<file path="src/rtl/qsc_pkg.sv">
package qsc_pkg;

  typedef enum logic [1:0] {ST_ACC, ST_DIV, ST_ROOT, ST_OUT} qsc_state_e;

  localparam int NUM_BANDS = 8;

  // width of every bin inside band b
  function automatic int band_width(int b);
    case (b)
      0: return 1;
      1: return 2;
      2: return 3;
      3: return 4;
      4: return 5;
      5: return 6;
      6: return 8;
      default: return 12;
    endcase
  endfunction

  // number of bins inside band b
  function automatic int band_bins(int b);
    case (b)
      0, 1, 2, 3: return 32;
      4, 5: return 20;
      6: return 35;
      default: return 17;
    endcase
  endfunction

  // 4-bit exponent, 4-bit truncated mantissa, hidden one above exponent 0
  function automatic logic [7:0] fp8_encode(logic [15:0] v);
    int p;
    logic [15:0] sh;
    if (v < 16'd16) return {4'd0, v[3:0]};
    p = 4;
    for (int k = 4; k < 16; k++)
      if (v[k]) p = k;
    sh = v >> (p - 4);
    return {4'(p - 3), sh[3:0]};
  endfunction

endpackage

</file>
<file path="src/rtl/qsc_bin_width.sv">
module qsc_bin_width #(
  parameter int BIN_W  = 8,
  parameter int WMAX_W = 4
) (
  input  logic [BIN_W-1:0]  bin_idx,
  output logic [WMAX_W-1:0] width
);
  import qsc_pkg::*;

  always_comb begin
    int lo;
    width = '0;
    lo = 0;
    for (int b = 0; b < NUM_BANDS; b++) begin
      if (int'(bin_idx) >= lo && int'(bin_idx) < lo + band_bins(b))
        width = WMAX_W'(band_width(b));
      lo = lo + band_bins(b);
    end
  end
endmodule

</file>
<file path="src/rtl/qsc_seq_div.sv">
module qsc_seq_div #(
  parameter int NW = 37,
  parameter int DW = 4
) (
  input  logic          clk,
  input  logic          rst,
  input  logic          start,
  input  logic [NW-1:0] num,
  input  logic [DW-1:0] den,
  output logic          done,
  output logic [NW-1:0] quot
);
  localparam int CW = $clog2(NW + 1);

  logic [DW-1:0] dsr;
  logic [DW-1:0] rem;
  logic [CW-1:0] cnt;
  logic          busy;
  logic [DW:0]   trial;

  assign trial = {rem, quot[NW-1]};

  always_ff @(posedge clk) begin
    done <= 1'b0;
    if (rst) begin
      busy <= 1'b0;
      cnt  <= '0;
      rem  <= '0;
      dsr  <= '0;
      quot <= '0;
    end else if (start) begin
      busy <= 1'b1;
      cnt  <= CW'(NW);
      rem  <= '0;
      dsr  <= den;
      quot <= num;
    end else if (busy) begin
      if (trial >= {1'b0, dsr}) begin
        rem  <= DW'(trial - {1'b0, dsr});
        quot <= {quot[NW-2:0], 1'b1};
      end else begin
        rem  <= trial[DW-1:0];
        quot <= {quot[NW-2:0], 1'b0};
      end
      cnt <= cnt - 1'b1;
      if (cnt == CW'(1)) begin
        busy <= 1'b0;
        done <= 1'b1;
      end
    end
  end
endmodule

</file>
<file path="src/rtl/qsc_seq_sqrt.sv">
module qsc_seq_sqrt #(
  parameter int XW = 32
) (
  input  logic            clk,
  input  logic            rst,
  input  logic            start,
  input  logic [XW-1:0]   x,
  output logic            done,
  output logic [XW/2-1:0] root
);
  localparam int RTW = XW / 2;
  localparam int RMW = RTW + 3;
  localparam int CW  = $clog2(RTW + 1);

  logic [XW-1:0]  xs;
  logic [RMW-1:0] rem;
  logic [CW-1:0]  cnt;
  logic           busy;
  logic [RMW-1:0] rem_sh;
  logic [RMW-1:0] trial;

  assign rem_sh = {rem[RMW-3:0], xs[XW-1:XW-2]};
  assign trial  = {{(RMW-RTW-2){1'b0}}, root, 2'b01};

  always_ff @(posedge clk) begin
    done <= 1'b0;
    if (rst) begin
      busy <= 1'b0;
      cnt  <= '0;
      xs   <= '0;
      rem  <= '0;
      root <= '0;
    end else if (start) begin
      busy <= 1'b1;
      cnt  <= CW'(RTW);
      xs   <= x;
      rem  <= '0;
      root <= '0;
    end else if (busy) begin
      if (rem_sh >= trial) begin
        rem  <= rem_sh - trial;
        root <= {root[RTW-2:0], 1'b1};
      end else begin
        rem  <= rem_sh;
        root <= {root[RTW-2:0], 1'b0};
      end
      xs  <= xs << 2;
      cnt <= cnt - 1'b1;
      if (cnt == CW'(1)) begin
        busy <= 1'b0;
        done <= 1'b1;
      end
    end
  end
endmodule

</file>
<file path="src/rtl/qsc_compressor.sv">
module qsc_compressor #(
  parameter int SW     = 16,
  parameter int NPTS   = 1024,
  parameter int NBINS  = 220,
  parameter int WMAX_W = 4
) (
  input  logic          clk,
  input  logic          rst,
  input  logic [3:0]    cfg_shift,
  input  logic          in_valid,
  output logic          in_ready,
  input  logic [SW-1:0] in_i,
  input  logic [SW-1:0] in_q,
  input  logic          in_last,
  output logic          out_valid,
  input  logic          out_ready,
  output logic [7:0]    out_data,
  output logic          out_last,
  output logic          err
);
  import qsc_pkg::*;

  localparam int PT_W  = $clog2(NPTS);
  localparam int BIN_W = $clog2(NBINS);
  localparam int PW    = 2 * SW + 1;
  localparam int ACC_W = PW + WMAX_W;
  localparam int MW    = 2 * SW;

  qsc_state_e          st;
  logic [PT_W-1:0]     pt_cnt;
  logic [BIN_W-1:0]    bin_idx;
  logic [WMAX_W-1:0]   fill;
  logic [ACC_W-1:0]    acc;
  logic [WMAX_W-1:0]   bin_w;
  logic signed [MW-1:0] sq_i, sq_q;
  logic [PW-1:0]       pwr;
  logic [ACC_W-1:0]    acc_nx;
  logic                fire, early, at_end, bin_full, div_go;
  logic                div_done, root_done;
  logic [ACC_W-1:0]    quot;
  logic [SW-1:0]       root;
  logic [SW-1:0]       scaled;

  assign in_ready = (st == ST_ACC);
  assign fire     = in_valid && in_ready;
  assign at_end   = (pt_cnt == PT_W'(NPTS - 1));
  assign early    = in_last && !at_end;
  assign bin_full = ((fill + 1'b1) == bin_w);
  assign div_go   = fire && !early && bin_full;

  assign sq_i   = $signed(in_i) * $signed(in_i);
  assign sq_q   = $signed(in_q) * $signed(in_q);
  assign pwr    = {1'b0, sq_i} + {1'b0, sq_q};
  assign acc_nx = acc + ACC_W'(pwr);
  assign scaled = root >> cfg_shift;

  qsc_bin_width #(.BIN_W(BIN_W), .WMAX_W(WMAX_W)) u_width (
    .bin_idx (bin_idx),
    .width   (bin_w)
  );

  qsc_seq_div #(.NW(ACC_W), .DW(WMAX_W)) u_div (
    .clk   (clk),
    .rst   (rst),
    .start (div_go),
    .num   (acc_nx),
    .den   (bin_w),
    .done  (div_done),
    .quot  (quot)
  );

  qsc_seq_sqrt #(.XW(MW)) u_sqrt (
    .clk   (clk),
    .rst   (rst),
    .start (div_done),
    .x     (quot[MW-1:0]),
    .done  (root_done),
    .root  (root)
  );

  always_ff @(posedge clk) begin
    if (rst) begin
      st        <= ST_ACC;
      pt_cnt    <= '0;
      bin_idx   <= '0;
      fill      <= '0;
      acc       <= '0;
      out_valid <= 1'b0;
      out_data  <= '0;
      out_last  <= 1'b0;
      err       <= 1'b0;
    end else begin
      case (st)
        ST_ACC: if (fire) begin
          if (early) begin
            err     <= 1'b1;
            pt_cnt  <= '0;
            bin_idx <= '0;
            fill    <= '0;
            acc     <= '0;
          end else begin
            if (at_end && !in_last) err <= 1'b1;
            pt_cnt <= at_end ? '0 : pt_cnt + 1'b1;
            if (bin_full) begin
              acc  <= '0;
              fill <= '0;
              st   <= ST_DIV;
            end else begin
              acc  <= acc_nx;
              fill <= fill + 1'b1;
            end
          end
        end
        ST_DIV: if (div_done) st <= ST_ROOT;
        ST_ROOT: if (root_done) begin
          out_data  <= fp8_encode(scaled);
          out_valid <= 1'b1;
          out_last  <= (bin_idx == BIN_W'(NBINS - 1));
          st        <= ST_OUT;
        end
        default: if (out_ready) begin
          out_valid <= 1'b0;
          out_last  <= 1'b0;
          bin_idx   <= (bin_idx == BIN_W'(NBINS - 1)) ? '0 : bin_idx + 1'b1;
          st        <= ST_ACC;
        end
      endcase
    end
  end
endmodule

</file>
<file path="config.mk">
export PLATFORM = sky130hd
export DESIGN_NAME = qsc_compressor
export DESIGN_NICKNAME = d
export VERILOG_FILES = /design/src/rtl/qsc_pkg.sv /design/src/rtl/qsc_bin_width.sv /design/src/rtl/qsc_seq_div.sv /design/src/rtl/qsc_seq_sqrt.sv /design/src/rtl/qsc_compressor.sv
export SDC_FILE = /design/constraint.sdc
export NUM_CORES = 2
export LEC_CHECK = 0
export ABC_AREA = 1
export BUFFER_PORTS_ARGS = -buffer_cell sky130_fd_sc_hd__buf_2
export CAP_MARGIN = 15
export CORE_MARGIN = 3
export CORE_UTILIZATION = 66
export DETAILED_ROUTE_END_ITERATION = 6
export PLACE_DENSITY = 0.83
export SETUP_SLACK_MARGIN = 0.05
export SYNTH_ARGS = -nofsm -noshare
export SYNTH_HDL_FRONTEND = slang
export SYNTH_HIERARCHICAL = 1
export SYNTH_SLANG_ARGS = --single-unit
export TNS_END_PERCENT = 5
</file>
<file path="constraint.sdc">
create_clock -name clk -period 9.8 [get_ports clk]
set_clock_uncertainty 0.2 [all_clocks]
set_input_delay 0 -clock clk [delete_from_list [all_inputs] [get_ports clk]]
set_output_delay 0 -clock clk [all_outputs]
set_load 0.02 [all_outputs]
</file>
=== Word level (Yosys, flattened, before mapping) ===
Index checks and enable logic that the tools add are counted.

* Register bits after elaboration: 197
* Latch bits: 0
* Bits in writable memories: 0
* Bits in read-only memories: 0
* Input port bits: 41
* Word-level logic and storage cells: 181
* Memories: 0

* Add/sub/neg operators: 11
* Multiply operators: 2
* Divide/modulo/power cells: 0
* Order comparisons: 18
* Equality and inequality tests: 13
* Shift-type cells: 2
* Mux-type cells: 74
* Bitwise gates (word level): 4
* Reductions and logical operators: 34

{| class="wikitable"
|+ Operator list
! cell !! number
|-
| 2-to-1 mux 32 bit || 16
|-
| 2-to-1 mux 37 bit || 4
|-
| multiplier 16 x 16 -> 32 bit || 2
|-
| 2-to-1 mux 8 bit || 6
|-
| < comparator 8 bit, second input constant || 5
|-
| 2-to-1 mux 4 bit || 10
|-
| adder 37 x 33 -> 37 bit || 1
|-
| adder 32 x 32 -> 33 bit || 1
|-
| >= comparator 8 bit, second input constant || 4
|-
| >> shifter 16 x 32 -> 4 bit || 1
|-
| subtractor 32 x 4 -> 32 bit, second input constant || 1
|-
| 2-to-1 mux 1 bit || 21
|-
| 2-to-1 mux 10 bit || 2
|-
| >= comparator 19 x 18 -> 1 bit || 1
|-
| 2-to-1 mux 17 bit || 1
|-
| subtractor 17 bit || 1
|-
| >= comparator 8 x 7 -> 1 bit, second input constant || 2
|-
| < comparator 16 x 5 -> 1 bit, second input constant || 1
|-
| < comparator 8 x 7 -> 1 bit, second input constant || 2
|-
| case mux 8 bit (2 select lines) || 1
|-
| >> shifter 16 x 4 -> 16 bit || 1
|-
| logical AND 1 bit || 12
|-
| 2-to-1 mux 2 bit || 6
|-
| 2-to-1 mux 6 bit || 2
|-
| other kinds (33) || 54
|}

=== Logic depth before layout (Yosys ltp) ===
* Depth after elaboration: 19
* Gate-level depth with buffers: 48
* Mapped depth without buffers: 47

=== By module ===
Netlist, hierarchy kept.

{| class="wikitable"
|+ By module, submodules not included
! module !! instances !! cells an instance !! area each (µm²) !! seq. area each (µm²)
|-
| qsc_compressor || 1 || 3161 || 24845.1 || 1441.4
|-
| qsc_seq_sqrt || 1 || 609 || 4130.2 || 1441.4
|-
| qsc_seq_div || 1 || 366 || 2658.8 || 1061.0
|-
| qsc_bin_width || 1 || 42 || 171.4 || 0.0
|}

=== Worst setup path after synthesis ===
No wires, ideal clock.

* Path type: input to register
* Start point: input in_q[3]
* End point: register u_div.quot[36]
* Library setup time: 0.110 ns
* Data arrival time: 8.013 ns
* Path slack: 1.478 ns
* Stages: 48
* Buffers on the path: 2
* Cell sequence: clkbuf_1 clkbuf_1 nand2_1 inv_1 fa_1 inv_1 fa_1 fa_1 fa_1 inv_1 fa_1 inv_1 fa_1 inv_1 ha_1 nand2_1 nor2_1 a211oi_1 [12 not listed] ha_1 nand2_1 nor2_1 nand2_1 nor4b_1 nand2_1 nand2_1 nand3_1 nand3b_1 nand2_1 nand2_1 inv_1 nor2_1 xor2_1 a22oi_1 nand2_1 nand2_1 inv_1

* Word-level cells in the longest chain between the ends: 4

{| class="wikitable"
|+ RTL lines
! what !! line !! RTL
|-
| from (decl) || qsc_compressor.sv:13 || <nowiki>input logic [SW-1:0] in_q,</nowiki>
|-
| multiplier 16 x 16 -> 32 bit || qsc_compressor.sv:52 || <nowiki>assign sq_q = $signed(in_q) * $signed(in_q);</nowiki>
|-
| adder 32 x 32 -> 33 bit || qsc_compressor.sv:53 || <nowiki>assign pwr = {1'b0, sq_i} + {1'b0, sq_q};</nowiki>
|-
| adder 37 x 33 -> 37 bit || qsc_compressor.sv:54 || <nowiki>assign acc_nx = acc + ACC_W'(pwr);</nowiki>
|-
| via acc_nx[36] || qsc_compressor.sv:37 || <nowiki>logic [ACC_W-1:0] acc_nx;</nowiki>
|-
| 2-to-1 mux 37 bit || qsc_seq_div.sv:31 || <nowiki>end else if (start) begin</nowiki>
|-
| to (signal assigned) || qsc_seq_div.sv:36 || <nowiki>quot <= num;</nowiki>
|-
| to (signal assigned) || qsc_seq_div.sv:40 || <nowiki>quot <= {quot[NW-2:0], 1'b1};</nowiki>
|-
| to (signal assigned) || qsc_seq_div.sv:43 || <nowiki>quot <= {quot[NW-2:0], 1'b0};</nowiki>
|-
| to (decl) || qsc_seq_div.sv:11 || <nowiki>output logic [NW-1:0] quot</nowiki>
|}

The timed path passes the listed nets, and every way through them passes these cells.
A chain may end at the register's enable or synchronous reset.

=== Worst setup path in the final report ===
* Start point: input in_q[9]
* End point: register u_div.quot[36]

The elaborated chain is that of the path after synthesis.

==> impl_metrics.py <==
metrics = {
    "yosys": {
        "synth_top_area_share_pct": 32.2,
        "async_reset_ff_share_pct": 0,
        "synth_edf_count": 0,
        "synth-seq-cells": 197,
        "synth_top_flop_cell": "dfxtp_1",
        "synth_area_mm2": 0.0318,
        "syn_area_per_cell_um2": 7.61,
        "synthTopCellsByArea": "fa_1, inv_1, dfxtp_1, nand2_1, ha_1",
        "syn-num-nets": 4968,
        "yosysSeqAreaShare_pct": 12.4,
        "synth.largest_area_cell": "fa_1",
        "yosys_warnings": 6,
        "ys_types": 66,
        "synthCells": 4178,
    },
    "timing": {
        "drv_slew": 0,
        "setup-tns-final_ns": 0,
        "min_period_over_period_pct": 86.2,
        "min_period_ns": 8.45,
        "max_slew_margin_pct": 24.4,
        "fmax_ghz": 0.118,
        "worst_slew_pin_slew_ns": 1.13,
        "rsz0062_at_grt": "false",
        "finalSetupViolCount": 0,
        "final-hold-violation-count": 0,
    },
    "floorplanning": {
        "coreArea_mm2": 0.0471,
        "fp.dieW_um": 226,
        "initial_core_util_pct": 67.6,
        "row_count": 79,
        "die-height_um": 226,
        "io_pins": 53,
        "fp.dieArea_mm2": 0.0509,
    },
    "clock_tree": {
        "cts_max_level": 4,
        "post_cts_resized": 0,
        "clk_path_buf_depth": 2,
        "clock_latency_ns": 0.45,
        "ctsHoldBuffers": 4,
        "post_cts.repair.setup_buffers": 0,
        "cts_made_buffers": 17,
        "clock-sinks": 197,
        "clk_pin_slew_ns": 0.08,
        "root_buffer": "clkbuf_16",
        "cts_tree": "done",
    },
    "layout": {
        "multi_input_area_mm2": 0.0230,
        "layoutNonFillerInstCount": 4741,
        "regArea_mm2": 0.00394,
        "final_core_util_pct": 69.9,
        "final_common_cell": "inv_1",
        "layout_common_cells": "inv_1, nand2_1, fa_1, ha_1, a21oi_1",
        "area_growth_pct": 3.44,
        "fin_nets": 4909,
        "drive_gt1_share_pct": 4.24,
        "fill_cells": 3816,
    },
    "global_routing": {
        "grt_pass1_wl_um": 119000,
        "grt_overflow_total": 0,
        "antenna_found_initial": 1,
        "grt_use_total_pct": 28.2,
        "grt_pass1_vias": 25569,
        "grt_max_degree": 75,
    },
    "placed_design": {
        "portBuffers": 52,
        "gp_congestion": 0.971,
        "dpl.cell_count": 4702,
        "dp_hpwl_um": 56700,
    },
    "flow_run": {
        "maxCapViolCount": 0,
    },
    "setup_path": {
        "worstPathRequired_ns": 9.99,
        "worst-path-buf-inv": 10,
        "critPathArrivalTime_ns": 8.64,
        "critPathCaptureType": "register",
        "start_kind": "input port",
        "worstRegToRegCells": 12,
        "crit_path_max_incr_delay_ns": 0.54,
        "critical_path.top_delay_family": "adder cells",
        "r2r_slack_ns": 5.69,
        "critPathKind": "in2reg",
        "slowest_stage": "fa_1",
        "r2r-start": "st[0]$_SDFFE_PP0P_",
        "reg2reg_to": "u_div/quot[35]$_SDFFE_PP0P_",
        "cp_common_cell": "nand2_1",
        "path_max_fanout": 18,
    },
    "route": {
        "ant_nets": 0,
        "drt_pre_antenna_iters": 6,
        "drc_errors": 0,
        "finalWirelength_um": 69200,
        "vias_per_cell": 5.37,
        "vias": 25441,
        "wire_per_inst_um": 14.6,
        "first_iter_violations": 2034,
    },
    "min_path": {
        "min_path_cells": 3,
        "hold_path_startpoint": "rst",
        "holdPathEnd": "pt_cnt[5]$_SDFFE_PP0P_",
        "hp-class": "in2reg",
    },
    "outcome": {
        "status": "finished, final reports clean",
    },
}
[through the flow]
step / hold WS [ns] / cell area (um^2) / worst slack [ns]
2_1_floorplan: -0.131 / 31800 / 1.48
3_3_place_gp: 0.208 / 32200 / 1.16
3_5_place_dp: 0.217 / 32200 / 0.983
4_1_cts: 0.0431 / 32900 / 1.42
5_1_grt: 0.0947 / 32900 / 0.722
6_report: 0.0411 / 32900 / 1.35
[cells in the mapped netlist, types with 7 or more instances]
cell,n
o221ai_1,42
clkbuf_1,108
fa_1,512
o21ai_1,17
o21ai_2,7
nand3_1,144
xor2_1,72
a31oi_1,14
nand3b_1,13
ha_1,237
xnor2_1,68
dfxtp_1,197
a21o_1,7
o21ai_0,121
inv_1,1116
buf_2,14
nand2_2,14
or2_2,11
nand2_1,862
nor2_1,177
nor3_1,47
a21oi_1,221
buf_6,11
inv_2,8
a211oi_1,11
a21oi_2,8
nand4_1,13
nand2_4,7
[layer usage]
layer	GRT usage [%]	up-vias	share of wire [%]	wire [um]
li1	-	12413	-	-
met1	39.2	12166	44	30600
met2	47.4	759	48	33100
met3	4.05	103	6.2	4260
met4	6.52	0	1.8	1230
met5	0	-	0	0
[sequential cells by signal, indices dropped and copies added, names as in the netlist]
signal / cells
bin_idx: 8
acc: 37
u_div/dsr: 4
pt_cnt: 10
st: 2
u_div/quot: 37
err: 1
out_valid: 1
u_div/done: 1
u_sqrt/busy: 1
fill: 4
u_sqrt/cnt: 5
u_sqrt/rem: 17
u_div/busy: 1
u_sqrt/root: 16
out_data: 8
u_div/cnt: 6
out_last: 1
u_sqrt/xs: 32
u_div/rem: 4
u_sqrt/done: 1
[cell type report]
class,instances,area share (%)
flip-flops and latches,197,12.0
clock buffers,19,1.38
diodes,2,0.0152
repair buffers,63,1.07
inverters,1130,12.9
well taps,607,2.31
clock inverters,13,0.536
multi-input cells,2710,69.8
[how the worst max path moves through the flow]
stage | from | end | depth (start not counted)
floorplan | in_q[3] | u_div/quot[36]$_SDFFE_PP0P_ | 48
global placement | in_q[9] | u_div/quot[36]$_SDFFE_PP0P_ | 47
detailed placement | in_q[9] | u_div/quot[36]$_SDFFE_PP0P_ | 47
CTS | in_q[9] | u_div/quot[36]$_SDFFE_PP0P_ | 47
global route | in_q[9] | u_div/quot[36]$_SDFFE_PP0P_ | 47
finish | in_q[9] | u_div/quot[36]$_SDFFE_PP0P_ | 47
[worst min-delay path, cell delays in order]
cell and delay (ns):
buf_2 0.09, buf_4 0.31, nor2_1 0.18
[cell families after synthesis]
logic type                 after synthesis  share of synthesized area, %
and+or+nand+nor                       1321                          17.4
AOI/OAI and AO/OA                      500                          9.34
xor gates and xnor gates               140                          3.86
DFF                                    197                          12.4
adders and majority gates              749                          41.5
buffers and inverters                 1271                          15.5
Power is not shown: default switching activity piles up to over one toggle a cycle in this logic, so the estimate is an artifact.
